### config.mk
export PLATFORM = sky130hd
export DESIGN_NAME = qspi_master
export DESIGN_NICKNAME = d
export VERILOG_FILES = /design/src/rtl/qspi_pkg.sv /design/src/rtl/qspi_dpram.sv /design/src/rtl/qspi_halftick.sv /design/src/rtl/qspi_shift.sv /design/src/rtl/qspi_master.sv
export SDC_FILE = /design/constraint.sdc
export NUM_CORES = 1
export LEC_CHECK = 0
export ABC_CLOCK_PERIOD_IN_PS = 4000
export BUFFER_PORTS_ARGS = -buffer_cell sky130_fd_sc_hd__buf_2
export CAP_MARGIN = 25
export CELL_PAD_IN_SITES_DETAIL_PLACEMENT = 1
export CELL_PAD_IN_SITES_GLOBAL_PLACEMENT = 1
export CORE_AREA = 2 2 257 259
export DETAILED_ROUTE_END_ITERATION = 7
export DIE_AREA = 0 0 259 261
export GPL_TIMING_DRIVEN = 0
export PLACE_DENSITY_LB_ADDON = 0.2
export SLEW_MARGIN = 20
export SYNTH_ARGS = -nofsm -noshare
export SYNTH_HDL_FRONTEND = slang
export SYNTH_SLANG_ARGS = --single-unit
export TNS_END_PERCENT = 20
### constraint.sdc
create_clock -name clk -period 4 [get_ports clk]
set_input_delay 0.2 -clock clk [delete_from_list [all_inputs] [get_ports clk]]
set_output_delay 0.2 -clock clk [all_outputs]
set_load 0.01 [all_outputs]
### src/rtl/qspi_pkg.sv
package qspi_pkg;

  typedef enum logic [2:0] {
    ST_IDLE,
    ST_FETCH,
    ST_LOAD,
    ST_XFER,
    ST_WRITE
  } qstate_t;

endpackage

### src/rtl/qspi_dpram.sv
module qspi_dpram #(
  parameter int W = 16,
  parameter int D = 16,
  localparam int AW = $clog2(D)
) (
  input  logic          clk,
  input  logic          we,
  input  logic [AW-1:0] wa,
  input  logic [W-1:0]  wd,
  input  logic [AW-1:0] ra,
  output logic [W-1:0]  rd
);

  logic [W-1:0] mem [D];

  always_ff @(posedge clk) begin
    if (we) mem[wa] <= wd;
    rd <= mem[ra];
  end

endmodule

### src/rtl/qspi_halftick.sv
module qspi_halftick #(
  parameter int DIV_W = 8
) (
  input  logic             clk,
  input  logic             rst,
  input  logic             run,
  input  logic [DIV_W-1:0] div,
  output logic             tick
);

  logic [DIV_W-1:0] half;
  logic [DIV_W-1:0] cnt;

  // half period: floor(div/2), never below 2
  always_comb begin
    half = {1'b0, div[DIV_W-1:1]};
    if (half < DIV_W'(2)) half = DIV_W'(2);
  end

  assign tick = run && (cnt == half - DIV_W'(1));

  always_ff @(posedge clk) begin
    if (rst || !run) cnt <= '0;
    else if (tick)   cnt <= '0;
    else             cnt <= cnt + DIV_W'(1);
  end

endmodule

### src/rtl/qspi_shift.sv
module qspi_shift #(
  parameter int W  = 16,
  parameter int CW = 5
) (
  input  logic          clk,
  input  logic          rst,
  input  logic          load,
  input  logic [W-1:0]  tx_word,
  input  logic [CW-1:0] nbits,
  input  logic          rise,
  input  logic          fall,
  input  logic          miso,
  output logic          mosi,
  output logic [W-1:0]  rx_word,
  output logic          last
);

  logic [W-1:0]  txs;
  logic [W-1:0]  aligned;
  logic [CW-1:0] bcnt;

  // move the word's top bit to the register MSB
  assign aligned = tx_word << (CW'(W) - nbits);
  assign last    = (bcnt == nbits - CW'(1));

  always_ff @(posedge clk) begin
    if (rst) begin
      txs     <= '0;
      mosi    <= 1'b0;
      rx_word <= '0;
      bcnt    <= '0;
    end else if (load) begin
      txs     <= aligned;
      mosi    <= aligned[W-1];
      rx_word <= '0;
      bcnt    <= '0;
    end else begin
      if (rise) rx_word <= {rx_word[W-2:0], miso};
      if (fall) begin
        txs  <= txs << 1;
        mosi <= txs[W-2];
        bcnt <= bcnt + CW'(1);
      end
    end
  end

endmodule

### src/rtl/qspi_master.sv
module qspi_master
  import qspi_pkg::*;
#(
  parameter int DEPTH    = 16,
  parameter int WMAX     = 16,
  parameter int SEL_W    = 4,
  parameter int DIV_W    = 8,
  parameter int MIN_BITS = 8,
  localparam int AW    = $clog2(DEPTH),
  localparam int LEN_W = $clog2(WMAX),
  localparam int CW    = $clog2(WMAX + 1),
  localparam int EW    = WMAX + LEN_W + SEL_W
) (
  input  logic             clk,
  input  logic             rst,
  input  logic             ent_we,
  input  logic [AW-1:0]    ent_addr,
  input  logic [WMAX-1:0]  ent_tx,
  input  logic [LEN_W-1:0] ent_len,
  input  logic [SEL_W-1:0] ent_sel,
  input  logic [AW-1:0]    rd_addr,
  output logic [WMAX-1:0]  rd_data,
  input  logic             start,
  input  logic             wrap_en,
  input  logic [AW-1:0]    start_ptr,
  input  logic [AW-1:0]    end_ptr,
  input  logic [DIV_W-1:0] clk_div,
  input  logic             miso,
  output logic             sck,
  output logic             mosi,
  output logic [SEL_W-1:0] psel,
  output logic             busy,
  output logic             done
);

  qstate_t          st;
  logic [AW-1:0]    ptr;
  logic [AW-1:0]    ptr_next;
  logic             sck_q;
  logic [SEL_W-1:0] psel_q;
  logic             busy_q;
  logic             done_q;
  logic [CW-1:0]    nbits_q;
  logic [CW-1:0]    nb_dec;
  logic [CW-1:0]    nb_use;

  logic [EW-1:0]    ent_rd;
  logic [WMAX-1:0]  e_tx;
  logic [LEN_W-1:0] e_len;
  logic [SEL_W-1:0] e_sel;

  logic             tick;
  logic             rise;
  logic             fall;
  logic             last;
  logic [WMAX-1:0]  rx_word;

  // entry store: host writes, sequencer reads at ptr
  qspi_dpram #(.W(EW), .D(DEPTH)) u_entries (
    .clk (clk),
    .we  (ent_we),
    .wa  (ent_addr),
    .wd  ({ent_tx, ent_len, ent_sel}),
    .ra  (ptr),
    .rd  (ent_rd)
  );

  // receive slots: sequencer writes, host reads
  qspi_dpram #(.W(WMAX), .D(DEPTH)) u_rxslots (
    .clk (clk),
    .we  (st == ST_WRITE),
    .wa  (ptr),
    .wd  (rx_word),
    .ra  (rd_addr),
    .rd  (rd_data)
  );

  assign e_tx  = ent_rd[EW-1 -: WMAX];
  assign e_len = ent_rd[SEL_W +: LEN_W];
  assign e_sel = ent_rd[SEL_W-1:0];

  always_comb begin
    nb_dec = CW'(e_len) + CW'(1);
    if (nb_dec < CW'(MIN_BITS)) nb_dec = CW'(MIN_BITS);
  end

  assign nb_use   = (st == ST_LOAD) ? nb_dec : nbits_q;
  assign ptr_next = (ptr == AW'(DEPTH - 1)) ? '0 : ptr + AW'(1);

  qspi_halftick #(.DIV_W(DIV_W)) u_tick (
    .clk  (clk),
    .rst  (rst),
    .run  (st == ST_XFER),
    .div  (clk_div),
    .tick (tick)
  );

  assign rise = tick && !sck_q;
  assign fall = tick &&  sck_q;

  qspi_shift #(.W(WMAX), .CW(CW)) u_shift (
    .clk     (clk),
    .rst     (rst),
    .load    (st == ST_LOAD),
    .tx_word (e_tx),
    .nbits   (nb_use),
    .rise    (rise),
    .fall    (fall),
    .miso    (miso),
    .mosi    (mosi),
    .rx_word (rx_word),
    .last    (last)
  );

  always_ff @(posedge clk) begin
    if (rst) begin
      st      <= ST_IDLE;
      ptr     <= '0;
      sck_q   <= 1'b0;
      psel_q  <= '1;
      busy_q  <= 1'b0;
      done_q  <= 1'b0;
      nbits_q <= CW'(MIN_BITS);
    end else begin
      case (st)
        ST_IDLE: begin
          if (start) begin
            ptr    <= start_ptr;
            busy_q <= 1'b1;
            done_q <= 1'b0;
            st     <= ST_FETCH;
          end
        end
        ST_FETCH: st <= ST_LOAD;
        ST_LOAD: begin
          psel_q  <= e_sel;
          nbits_q <= nb_dec;
          st      <= ST_XFER;
        end
        ST_XFER: begin
          if (tick) begin
            if (!sck_q) begin
              sck_q <= 1'b1;
            end else begin
              sck_q <= 1'b0;
              if (last) st <= ST_WRITE;
            end
          end
        end
        ST_WRITE: begin
          psel_q <= '1;
          if (ptr == end_ptr) begin
            if (wrap_en) begin
              ptr <= start_ptr;
              st  <= ST_FETCH;
            end else begin
              busy_q <= 1'b0;
              done_q <= 1'b1;
              st     <= ST_IDLE;
            end
          end else begin
            ptr <= ptr_next;
            st  <= ST_FETCH;
          end
        end
        default: st <= ST_IDLE;
      endcase
    end
  end

  assign sck  = sck_q;
  assign psel = psel_q;
  assign busy = busy_q;
  assign done = done_q;

endmodule

* After elaboration in Yosys (flattened, before gate mapping) *
Memory sizes are Yosys's and may differ from the RTL's. A register that Yosys moved wholly into a read port is not among the register bits.
Cells that the tools add are included.

word-level totals
  word-level logic and storage cells = 88
  memory bits (writable) = 640
  register bits after elaboration = 64
  bits of input ports = 54
  memories = 2

memory list
  memory         depth  width  read ports  clocked after memory_dff  write ports  RTL line          RTL
  u_entries.mem  16     24     1           1                         1            qspi_dpram.sv:14  logic [W-1:0] mem [D];
  u_rxslots.mem  16     16     1           1                         1            qspi_dpram.sv:14

cells by class
  multiplexer cells = 33
  reduce and logical (&&, ||, !) cells = 16
  $add $sub $neg = 7
  $lt $le $gt $ge = 2
  eq/ne operators = 15
  shifts and indexed selects = 1

operators by type and width
  cell                 number
  $mux 15              2
  $mux 4               4
  $pmux 4 s2           2
  $shl 16x5->16        1
  $mux 3               5
  $pmux 3 s5           1
  $mux 1               14
  $ne 2x2->1 const B   6
  $mux 5               2
  $add 8x1->8 const B  1
  $eq 8x8->1           1
  $reduce_and 4->1     2
  $sub 7x1->8 const B  1
  $lt 7x2->1 const B   1
  $mux 7               1
  $eq 3x2->1 const B   2
  $reduce_bool 2->1    3
  $add 4x1->5 const B  1
  $add 5x1->5 const B  1
  $eq 5x5->1           1
  $lt 5x4->1 const B   1
  $sub 5x1->5 const B  1
  $sub 5x5->5 const A  1
  $add 4x1->4 const B  1
  other kinds (13)     18

* Logic depth before layout (Yosys ltp) *
  depth after elaboration = 10
  depth in mapped cells = 15
  depth with buffers taken out = 12

* Cells and area by module *
A second synthesis with hierarchy kept.

unflattened totals
  cells, all modules = 1499
  area total of the unflattened synthesis = 28909.0 µm²

modules (own cells, without submodules)
  module                   cells each  area an instance (µm²)  instances  sequential area each (µm²)
  qspi_dpram at u_entries  636         14930.6                 1          12011.5
  qspi_dpram at u_rxslots  432         10043.4                 1          8007.7
  qspi_shift               238         2336.0                  1          740.7
  qspi_master              127         1037.2                  1          380.4
  qspi_halftick            66          561.8                   1          160.2

* Worst setup path before layout *
OpenSTA, ideal clock, no wires.

  path kind = in2reg
  start = in clk_div[6]
  end = reg u_shift.rx_word[10]
  setup time = 115 ps
  cell stages on the path = 14
  data required time = 3885 ps
  slack = 1102 ps
  data arrival time = 2783 ps
  buffers on the path = 3
  cell sequence = or4_4 o31ai_4 ha_1 inv_1 nor3_1 xnor2_1 nand4_1 or3_1 buf_6 nand3b_4 buf_6 buf_12 mux2i_1 nor2_1

between the ends
  longest elaborated chain between the ends = 6

ends and longest elaborated chain
  what                   RTL line             RTL
  from (decl)            qspi_master.sv:27    input logic [DIV_W-1:0] clk_div,
  $lt 7x2->1             qspi_halftick.sv:17  if (half < DIV_W'(2)) half = DIV_W'(2);
  $mux 7 (*)             qspi_halftick.sv:17
  $sub 7x1->8 (*)        qspi_halftick.sv:20  assign tick = run && (cnt == half - DIV_W'(1));
  $eq 8x8->1 (*)         qspi_halftick.sv:20
  $logic_and 1x1->1 (*)  qspi_halftick.sv:20
  $logic_and 1x1->1 (*)  qspi_master.sv:98    assign rise = tick && !sck_q;
  to (signal assigned)   qspi_shift.sv:38     if (rise) rx_word <= {rx_word[W-2:0], miso};
  to (decl)              qspi_shift.sv:14     output logic [W-1:0] rx_word,

Mark *: on every way between the ends. The rest lies on a longest branch, timed or not.
A chain may end at the register's enable or synchronous reset.

* Worst setup path in the final report *
  start = reg st[1]
  end = reg u_shift.txs[7]

between the ends
  longest elaborated chain between the ends = 5

ends and longest elaborated chain
  what                    RTL line                               RTL
  from (decl)             qspi_master.sv:36                      qstate_t st;
  from (signal assigned)  qspi_master.sv:117                     st <= ST_IDLE;
  from (signal assigned)  qspi_master.sv:131                     st <= ST_FETCH;
  from (signal assigned)  qspi_master.sv:134                     ST_FETCH: st <= ST_LOAD;
  $eq 3x2->1              qspi_master.sv:87, qspi_master.sv:104
  $mux 5                  -
  $sub 5x5->5             qspi_shift.sv:23                       assign aligned = tx_word << (CW'(W) - nbits);
  $shl 16x5->16           qspi_shift.sv:23
  $mux 15                 qspi_shift.sv:32                       end else if (load) begin
  to (signal assigned)    qspi_shift.sv:33                       txs <= aligned;
  to (signal assigned)    qspi_shift.sv:40                       txs <= txs << 1;
  to (decl)               qspi_shift.sv:18                       logic [W-1:0] txs;

Parallel ways exist; a longest one is shown, timed or not.

==> reports/metrics.yaml <==
power:
  p_leak_nw: 11.72
  pwr-share-seq_pct: 49.3
  combPwrFrac_pct: 9.1
  p_int_mw: 13.52
  netSwitchingFraction_pct: 23.23
  power.share.clock_pct: 41.6
  power.density_nw_per_um2: 516.8
  ir_worst_vdd_mv: 0.3860
  p_switching_mw: 4.090
floorplanning:
  die_area_um2: 67600
  die_w_um: 259
  die_h_um: 261
  core-area_um2: 65040
  io_pins: 78
  rows: 94
  initial_core_util_pct: 44.50
drt:
  drc: 0
  viasPerCell: 5.666
  firstDrtPassIters: 5
  num_vias: 14780
  drtAntennaViolNets: 0
  wl_per_cell_um: 27.04
  drt-total-wl_um: 70550
  drt_iter0_drc: 1314
final_layout:
  final_cell_mix: "edfxtp_1, mux4_2, dfxtp_1"
  drive_above_1_share_pct: 28.71
  syn_to_final_growth_pct: 17.72
  final_core_util_pct: 52.38
  final_common_cell: "edfxtp_1"
  n_antenna_cell: 0
  layout.nets: 1741
sta:
  slew_violations: 0
  finalSetupViolCount: 0
  fin_crit_ps: 3434
  fin_hold_ws_ps: 42.63
  rsz0062_at_grt: "false"
  tightest_slew_ps: 976.2
  relSlewSlack_pct: 34.92
  fin_crit_sh_pct: 85.84
  finalHoldViolCount: 0
  max_freq_mhz: 291.2
  skew_ps: 23.66
setup_path:
  cp_max_fo: 9
  critical_path.startpoint: "st[1]"
  worst_r2r_endpoint: "u_shift.txs[7]"
  reg2reg_setup_slack_ps: 570
  critPathMaxStageDelay_ps: 630
  worst_path_max_delay_cell: "nor3b_2"
  crit_chain: "nor3b_2 > o2111ai_1 > nand2_1 > mux4_2 > mux2_2 > a221oi_1 > nor3_1"
  r2r_start: "st[1]"
  required_ps: 4480
  arrival_ps: 3910
  crit_end: "u_shift.txs[7]"
  cp-end-kind: "flip-flop"
  reg2reg_depth: 7
  cp-start-kind: "flip-flop"
  worst-setup-path-type: "reg -> reg"
logic_synthesis:
  ys_seq_elements: 744
  ys_warn_count: 0
  synth-seq-area-share_pct: 73.60
  synth_top_flop_cell: "edfxtp_1"
  netlist_area_um2: 28940
  synth_enable_flop_cells: 640
  yosys.cell_types.count: 85
  syn_inst: 1455
  synth_async_sr_flop_share_pct: 0
  avgSynthCellArea_um2: 19.89
  synth_fp_nets: 1517
clock_tree:
  path_clk_slew_ps: 60
  htreeDepth: 3
  cts_buffer_depth: 3
  clock-sinks: 744
  cts_inserted_buffers: 79
  postCtsSetupRepairBufs: 0
  cts_tree: "yes"
  clk_root_buffer_cell: "clkbuf_16"
  post_cts_resized: 0
  insertion_delay_ps: 630
place:
  place.gp.congestion: 0.8600
  portBuffers: 71
  hpwl_um: 46840
hold_path:
  hp-start: "wrap_en"
  holdPathStages: 5
  hold_class: "in -> reg"
outcome:
  status: "finished clean"
global_routing:
  grt_pass1_wl_um: 105100
  grt_usage_pct: 21.44
  grt_overflow: 0
  antenna_found_initial: 4
  grt_max_degree: 19
  grt_pass1_vias: 15790
job:
  drv_cap: 0
worst max-delay path: cells and delay by family (launching register included):
| family | cells | cell delay, ps |
|---|---|---|
| flip-flops | 1 | 460 |
| AND/OR/NAND/NOR | 3 | 1150 |
| multiplexers | 2 | 940 |
| AO/OA/AOI/OAI | 2 | 750 |
Yosys cell counts, types with 8 or more instances:
master,number,area share (%)
nor3_1,21,0.36
mux4_2,202,16
a21oi_1,26,0.45
nand2_1,36,0.47
inv_1,17,0.22
nand3_1,14,0.24
ha_1,8,0.35
edfxtp_1,640,66
nor2_1,88,1.1
dfxtp_1,104,7.2
buf_1,20,0.26
clkbuf_1,43,0.56
o21ai_0,21,0.36
xnor2_1,18,0.54
and2_1,16,0.35
xor2_1,13,0.39
o22ai_1,8,0.17
mux2i_1,24,0.83
power groups by stage:
stage	clock network (mW)	registers [mW]	logic, mW
after CTS	7.46	8.68	1.62
after global placement	0	8.83	1.52
after floorplan	0	8.78	1.03
final	7.32	8.68	1.61
after global routing	7.73	8.69	1.74
after detailed placement	0	8.84	1.59
per-layer routing:
| metal | routed length, um | share of wire [%] | vias to the layer above | global-route usage [%] |
|---|---|---|---|---|
| met3 | 3602 | 5.1 | 108 | 3.659 |
| met5 | 36 | 0.051 | - | 0 |
| met1 | 30080 | 43 | 7818 | 29.13 |
| met4 | 1632 | 2.3 | 6 | 6.342 |
| li1 | - | - | 6435 | - |
| met2 | 35200 | 50 | 415 | 35.84 |
kinds of logic (layout without fill, tap and decap cells):
family | Yosys count | count (layout) | share of synthesized area, %
simple gates | 222 | 222 | 3.830
compound gates | 126 | 126 | 3.108
mux | 232 | 232 | 16.79
xor+xnor | 31 | 31 | 0.9381
buf+inv | 92 | 382 | 1.388
fa+ha+maj | 8 | 8 | 0.3459
flops | 744 | 744 | 73.60
timing repair:
item                                    in CTS  in global routing
endpoints found under the setup margin       0                  0
hold endpoints to repair                   388                  0
hold buffers                                28                  0
worst min path at each step:
stage          slack [ps]             endpoint
2_1_floorplan         300  u_entries.mem[0][0]
3_3_place_gp          450       u_shift.txs[2]
3_5_place_dp          470       u_shift.txs[4]
4_1_cts                20                 busy
5_1_grt                60                 busy
6_report               40                 busy
registers in the layout, summed over array words and instances, names as in the netlist:
| name | cells |
|---|---|
| busy | 1 |
| done | 1 |
| nbits_q | 5 |
| psel | 4 |
| ptr | 4 |
| sck | 1 |
| st | 3 |
| u_entries.mem | 384 |
| u_entries.rd | 24 |
| u_rxslots.mem | 256 |
| u_rxslots.rd | 16 |
| u_shift.bcnt | 5 |
| u_shift.mosi | 1 |
| u_shift.rx_word | 16 |
| u_shift.txs | 15 |
| u_tick.cnt | 8 |
metrics by stage:
step                worst slack [ps]  power (mW)  instance area, um^2  TNS (ps)  instances
floorplan                       1102       9.815                28940         0       1455
global placement              -933.5       10.35                30380    -78500       2390
detailed placement             576.7       10.43                31100         0       2429
CTS                            554.5       17.76                34000         0       2604
global route                   401.1       18.16                34070         0       2609
finish                         566.4       17.61                34070         0       2609
area by class of cell:
cell class / count / area, um^2
sequential: 744 / 21300
tap: 864 / 1081
fill: 5803 / 30970
multi-input combinational: 619 / 7361
clock buffer: 97 / 2137
inverter: 18 / 67.56
clock inverter: 50 / 484.2
timing repair buffer: 143 / 1292
buffer: 74 / 346.6
No activity file was read; power rests on OpenSTA's default activity.
